$ cat src/rtl/desync_pkg.sv
`timescale 1ns/1ps
package desync_pkg;
  // strobes handed from control to datapath each pixel
  typedef struct packed {
    logic hFire;
    logic vFire;
    logic useRegen;
  } syncStrobes_t;
endpackage

$ cat src/rtl/desync_ctrl.sv
`timescale 1ns/1ps
module desync_ctrl
  import desync_pkg::*;
#(
  parameter int CNT_W = 12
) (
  input  logic             clk,
  input  logic             rstN,
  input  logic             regenEn,
  input  logic             deIn,
  input  logic [CNT_W-1:0] hGap,
  input  logic [CNT_W-1:0] vGap,
  output syncStrobes_t     strobes,
  output logic             cfgBad
);
  localparam logic [CNT_W-1:0] CNT_MAX = {CNT_W{1'b1}};
  localparam logic [CNT_W-1:0] MIN_GAP = CNT_W'(2);

  // number of DE-low pixels seen before the current one
  logic [CNT_W-1:0] idleCnt;

  always_ff @(posedge clk or negedge rstN) begin
    if (!rstN)                 idleCnt <= '0;
    else if (deIn)             idleCnt <= '0;
    else if (idleCnt != CNT_MAX) idleCnt <= idleCnt + 1'b1;
  end

  always_comb begin
    cfgBad           = (hGap < MIN_GAP) || (hGap >= vGap);
    strobes.useRegen = regenEn && !cfgBad;
    // equality against the run length fires once; saturation prevents refire
    strobes.hFire    = !deIn && (idleCnt == hGap - 1'b1);
    strobes.vFire    = !deIn && (idleCnt == vGap - 1'b1);
  end
endmodule

$ cat src/rtl/desync_dp.sv
`timescale 1ns/1ps
module desync_dp
  import desync_pkg::*;
#(
  parameter int DATA_W = 8
) (
  input  logic              clk,
  input  logic              rstN,
  input  syncStrobes_t      strobes,
  input  logic              cfgBad,
  input  logic              deIn,
  input  logic              hsIn,
  input  logic              vsIn,
  input  logic [DATA_W-1:0] dataIn,
  output logic              deOut,
  output logic              hsOut,
  output logic              vsOut,
  output logic [DATA_W-1:0] dataOut,
  output logic              cfgErr
);
  logic hsNext, vsNext;

  always_comb begin
    hsNext = strobes.useRegen ? strobes.hFire : hsIn;
    vsNext = strobes.useRegen ? strobes.vFire : vsIn;
  end

  always_ff @(posedge clk or negedge rstN) begin
    if (!rstN) begin
      deOut   <= 1'b0;
      hsOut   <= 1'b0;
      vsOut   <= 1'b0;
      dataOut <= '0;
      cfgErr  <= 1'b0;
    end else begin
      deOut   <= deIn;
      hsOut   <= hsNext;
      vsOut   <= vsNext;
      dataOut <= dataIn;
      cfgErr  <= cfgBad;
    end
  end
endmodule

$ cat src/rtl/de_sync_regen.sv
`timescale 1ns/1ps
module de_sync_regen
  import desync_pkg::*;
#(
  parameter int CNT_W  = 12,
  parameter int DATA_W = 8
) (
  input  logic              clk,
  input  logic              rstN,
  input  logic              regenEn,
  input  logic              deIn,
  input  logic              hsIn,
  input  logic              vsIn,
  input  logic [DATA_W-1:0] dataIn,
  input  logic [CNT_W-1:0]  hGap,
  input  logic [CNT_W-1:0]  vGap,
  output logic              deOut,
  output logic              hsOut,
  output logic              vsOut,
  output logic [DATA_W-1:0] dataOut,
  output logic              cfgErr
);
  syncStrobes_t strobes;
  logic         cfgBad;

  desync_ctrl #(.CNT_W(CNT_W)) u_ctrl (
    .clk(clk), .rstN(rstN), .regenEn(regenEn), .deIn(deIn),
    .hGap(hGap), .vGap(vGap), .strobes(strobes), .cfgBad(cfgBad)
  );

  desync_dp #(.DATA_W(DATA_W)) u_dp (
    .clk(clk), .rstN(rstN), .strobes(strobes), .cfgBad(cfgBad),
    .deIn(deIn), .hsIn(hsIn), .vsIn(vsIn), .dataIn(dataIn),
    .deOut(deOut), .hsOut(hsOut), .vsOut(vsOut), .dataOut(dataOut),
    .cfgErr(cfgErr)
  );
endmodule

$ cat config.mk
export PLATFORM = sky130hd
export DESIGN_NAME = de_sync_regen
export DESIGN_NICKNAME = d
export VERILOG_FILES = /design/src/rtl/desync_pkg.sv /design/src/rtl/desync_ctrl.sv /design/src/rtl/desync_dp.sv /design/src/rtl/de_sync_regen.sv
export SDC_FILE = /design/constraint.sdc
export NUM_CORES = 1
export LEC_CHECK = 0
export ABC_AREA = 1
export BUFFER_PORTS_ARGS = -buffer_cell sky130_fd_sc_hd__clkbuf_2
export CAP_MARGIN = 20
export CORE_ASPECT_RATIO = 1.5
export CORE_MARGIN = 4
export CORE_UTILIZATION = 28
export CTS_CLUSTER_SIZE = 12
export DETAILED_ROUTE_END_ITERATION = 10
export GPL_TIMING_DRIVEN = 0
export PLACE_DENSITY = 0.55
export SLEW_MARGIN = 40
export SYNTH_ARGS = -nofsm -noshare
export SYNTH_HDL_FRONTEND = slang
export SYNTH_HIERARCHICAL = 1
export SYNTH_SLANG_ARGS = --single-unit
$ cat constraint.sdc
create_clock -name clk -period 3.74 [get_ports clk]
set_input_delay 0.187 -clock clk [delete_from_list [all_inputs] [get_ports clk]]
set_output_delay 0.187 -clock clk [all_outputs]
set_load 0.05 [all_outputs]
; After elaboration in Yosys (flattened, before gate mapping)
; Index checks and enable logic that the tools add are counted.
; Widths: inputs -> output; s select.
[totals]
register_bits = 24
latchBits = 0
ram_bits = 0
mem_bits_ro = 0
in_bits = 38
out_inout_bits = 12
mem_count = 0
[op_classes]
n_addsub = 3
mul = 0
n_div = 0
magnitude_cmp = 2
n_eq_ne = 3
shifts = 0
muxes = 4
bitwise_logic = 0
reduce_logical = 7
[ops]
columns = operator, n
row1 = $eq 12x12->1, 2
row2 = $mux 12, 2
row3 = $sub 12x1->12 const B, 2
row4 = $add 12x1->12 const B, 1
row5 = $ge 12x12->1, 1
row6 = $lt 12x2->1 const B, 1
row7 = $ne 12x12->1 const B, 1
row8 = $logic_and 1x1->1, 3
row9 = $logic_not 1->1, 2
row10 = $mux 1, 2
row11 = $reduce_bool 2->1, 1
row12 = $logic_or 1x1->1, 1

; Depth between registers and ports, before layout
[depth]
depth_word = 5
ltp_mapped = 15

; By module
; The synthesis kept the hierarchy.
[modules_own_cells]
columns = mod, instances, cells_each, area_each_um2
row1 = desync_ctrl, 1, 307, 1865.5
row2 = desync_dp, 1, 19, 326.6

; Worst setup path before layout
; OpenSTA, ideal clock, no wires.
[synth_path]
path_type = reg2reg
startpoint = register u_ctrl.idleCnt[1]
endpoint = register u_ctrl.idleCnt[10]
setup_time_ps = 119
arrival_ps = 1302
required_ps = 3621
setup_slack_ps = 2319
stages_incl_launch_ff = 10
n_path_buf = 0
path_cell_list = dfrtp_1 > ha_1 > nand3_2 > nor2_4 > nand2_2 > nor2_4 > nand3_2 > nor2_1 > nor2_1 > o21a_1
[synth_between]
elab_chain_cells = 3
elab_cells_between_ends = 5
[synth_lines]
columns = element, line_no
row1 = start: declaration, desync_ctrl.sv:20  ; logic [CNT_W-1:0] idleCnt;
row2 = start signal: assignment, desync_ctrl.sv:25  ; else if (idleCnt != CNT_MAX) idleCnt <= idleCnt + 1'b1;
row3 = $add 12x1->12, desync_ctrl.sv:25
row4 = $mux 12, desync_ctrl.sv:25
row5 = $mux 12, desync_ctrl.sv:24  ; else if (deIn) idleCnt <= '0;
; Parallel ways exist; a longest one is shown, timed or not. The select of a mux whose other input is x is not followed.
; A chain may end at the register's enable or synchronous reset.

; Final worst setup path
[layout_path]
startpoint = register u_ctrl.idleCnt[1]
endpoint = register u_ctrl.idleCnt[0]
[layout_between]
elab_chain_cells = 2
[layout_lines]
columns = element, line_no
row1 = $ne 12x12->1, desync_ctrl.sv:25
row2 = $reduce_bool 2->1 (no line), -
; Every way passes these cells.

==> qor.csv <==
metric,value,unit
outcome,finished clean,
min_to,u_dp/dataOut[5]$_DFF_PN0_,
met1_length,2273,um
root_buffer,clkbuf_16,
power.share.switching,28.83,%
wl_per_cell,12.31,um
die_h,116.4,um
leakage,1.390,nW
r2r-start,u_ctrl/idleCnt[1]$_DFFE_PN0P_,
grt_setup_unrepaired,no,
hold_path_class,in2reg,
arrival,1.83,ns
p_per_area,284.6,nW/um2
utilization,35.21,%
globalRouteOverflowTotal,0,
maxSlewViolCount,0,
synth_ff_type,dfrtp_1,
cts.sinks,24,
ir_drop,0.1912,mV
port_buffers,49,
whs,0.02832,ns
ys_seq_area_share,27.40,%
multi_input_comb_area,1415,um2
hpwl,5089,um
grt_pass1_vias,2118,
synth.ff_latch_count,24,
final-seq-area,600.6,um2
rows,39,
critical_path_class,reg2reg,
area_growth,22.26,%
synth_edf_count,0,
whs_path_depth,1,
globalplace.congestion,0.8503,
cp.required,3.93,ns
nets,434,
endpoint_kind,flip-flop,
initial_utilization,28.80,%
htreeDepth,1,
highest_layer,met4,
start_kind,flip-flop,
synth_top_area_share,27.40,%
cts_tree,yes,
max_cap_violations,0,
grt_max_degree,25,
skew,0.003171,ns
hold_buffers,1,
synth_area_leader_cell,dfrtp_1,
min_period,1.638,ns
fin_setup_tns,0,ns
antenna_found_initial,0,
slew_headroom,57.58,%
finalSetupViolations,0,
synth_common_cells,"92 x nand2_1, 45 x nor2_1, 42 x inv_1",
p_sw,0.2199,mW
synth.distinct_cells,34,
syn-cell-area,2192,um2
total_power,0.7628,mW
syn-num-nets,379,
ant_nets,0,
worstHoldStart,dataIn[5],
fill_cells,852,
drc,0,
drtIter0Drc,67,
yosysMostFrequentCell,nand2_1,
rrSetupSlack,2.10,ns
die_x,80.25,um
worstSkewPairLatency,0.26,ns
synthCells,326,
dp_worst_setup_slack,1.891,ns
die-area,9338,um2
crit_fanout,7,
drt_wl_total,5934,um
num_io_pins,50,
power_frac_comb,23.7,%
first_pass_iters,4,
cts-buffers-inserted,3,
hold_viol_final,0,
worst_pin_slew,0.6363,ns
dr_wl_met3,142,um
wl_met2,3382,um
cts_resized,0,
r2r_cells,9,
internal_power,0.5429,mW
avgViaCountPerCell,4.504,
grt_usage,12.95,%
r2r_end,u_ctrl/idleCnt[0]$_DFFE_PN0P_,
fin_ws,2.102,ns
drive_gt1_share,20.00,%
core_area,7612,um2
fmax,610.5,MHz
diodes,0,
synth.top_cells.by_area,"dfrtp_1 27%, nand2_1 16%, ha_1 8.6%, nor2_1 7.7%, inv_1 7.2%",
async_reset_ff_share,100.0,%
clk_path_buf_depth,2,
grt_first_pass_wirelength,9308,um
min_period_over_period,43.80,%
path_clk_slew,0.06,ns
p_seq_share,36.3,%
clkPwrFrac,40.0,%
cts_setup_buffers,0,
ys_warn_count,6,
postSynthAreaPerCell,6.724,um2
num_vias,2171,
==> power by group through the flow <==
stage          sequential, mW  clock (mW)  combinational (mW)
2_1_floorplan           0.310           0              0.0856
3_3_place_gp            0.281           0               0.180
3_5_place_dp            0.282           0               0.182
4_1_cts                 0.277       0.316               0.184
5_1_grt                 0.278       0.328               0.204
6_report                0.277       0.306               0.181
==> worst max-delay path: stages (launching register included) <==
cell     delay (ns)
dfrtp_1        0.44
ha_1           0.24
nand3_2        0.13
nor2_4         0.14
nand2_2        0.07
nor2_4         0.15
nand2_4        0.12
nor2_4         0.10
inv_2          0.07
o21ai_2        0.11
==> layout make-up <==
type / count / share of cell area, %
inverters: 43 / 6.022
clock inverters: 1 / 1.120
plain buffers: 3 / 0.5602
repair buffers: 50 / 9.524
multi-input cells: 256 / 52.80
flip-flops and latches: 24 / 22.41
well taps: 102 / 4.762
clock buffers: 3 / 2.801
==> sequential cells by signal, indices dropped and copies added (netlist names) <==
register,flops
u_dp/vsOut,1
u_ctrl/idleCnt,12
u_dp/deOut,1
u_dp/cfgErr,1
u_dp/dataOut,8
u_dp/hsOut,1
==> kinds of logic (layout without fill, tap and decap cells) <==
logic type	Yosys count	after routing	synth area share [%]
and+or+nand+nor	191	191	39.21
xor gates and xnor gates	16	16	7.648
buffers and inverters	46	100	8.048
DFF	24	24	27.40
AOI/OAI and AO/OA	34	34	9.133
adders and majority gates	15	15	8.562
==> worst max path at each step <==
stage	to	cells past startpoint	from
final	u_ctrl/idleCnt[0]$_DFFE_PN0P_	9	u_ctrl/idleCnt[1]$_DFFE_PN0P_
after CTS	u_ctrl/idleCnt[0]$_DFFE_PN0P_	9	u_ctrl/idleCnt[1]$_DFFE_PN0P_
after floorplan	u_ctrl/idleCnt[10]$_DFFE_PN0P_	9	u_ctrl/idleCnt[1]$_DFFE_PN0P_
after global routing	u_dp/hsOut$_DFF_PN0_	15	hGap[0]
after detailed placement	u_dp/hsOut$_DFF_PN0_	15	hGap[0]
after global placement	u_dp/hsOut$_DFF_PN0_	15	hGap[0]
==> per-stage QoR <==
| stage | area (um2) | std cells |
|---|---|---|
| 6_report | 2680 | 482 |
| 5_1_grt | 2680 | 482 |
| 4_1_cts | 2680 | 482 |
| 3_5_place_dp | 2565 | 477 |
| 3_3_place_gp | 2565 | 477 |
| 2_1_floorplan | 2192 | 326 |
==> cell usage in the layout, fill, tap and decap left out, types with 2 or more instances in the layout <==
cell,Yosys,routed
or2_2,2,2
xnor2_1,5,5
nand3_1,29,29
nand2_2,2,2
xor2_1,9,9
o21ai_2,3,3
nand2_4,2,2
clkbuf_16,0,3
nor4_1,2,2
buf_2,3,3
clkbuf_2,0,49
nand4_1,3,3
inv_1,42,42
xnor3_1,2,2
nand3_2,2,2
nor3_1,3,3
o21ai_0,13,13
nand2_1,92,92
ha_1,15,15
a21oi_1,10,10
nor2_1,45,45
a31oi_1,2,2
nor2_4,3,3
dfrtp_1,24,24
nor2_2,2,2
==> routing by layer <==
layer | track usage (%) | up-vias
li1 | - | 1150
met1 | 13.47 | 990
met2 | 25.77 | 24
met3 | 1.466 | 7
met4 | 4.961 | 0
met5 | 0 | -
Power figures use the tool's default switching activity.
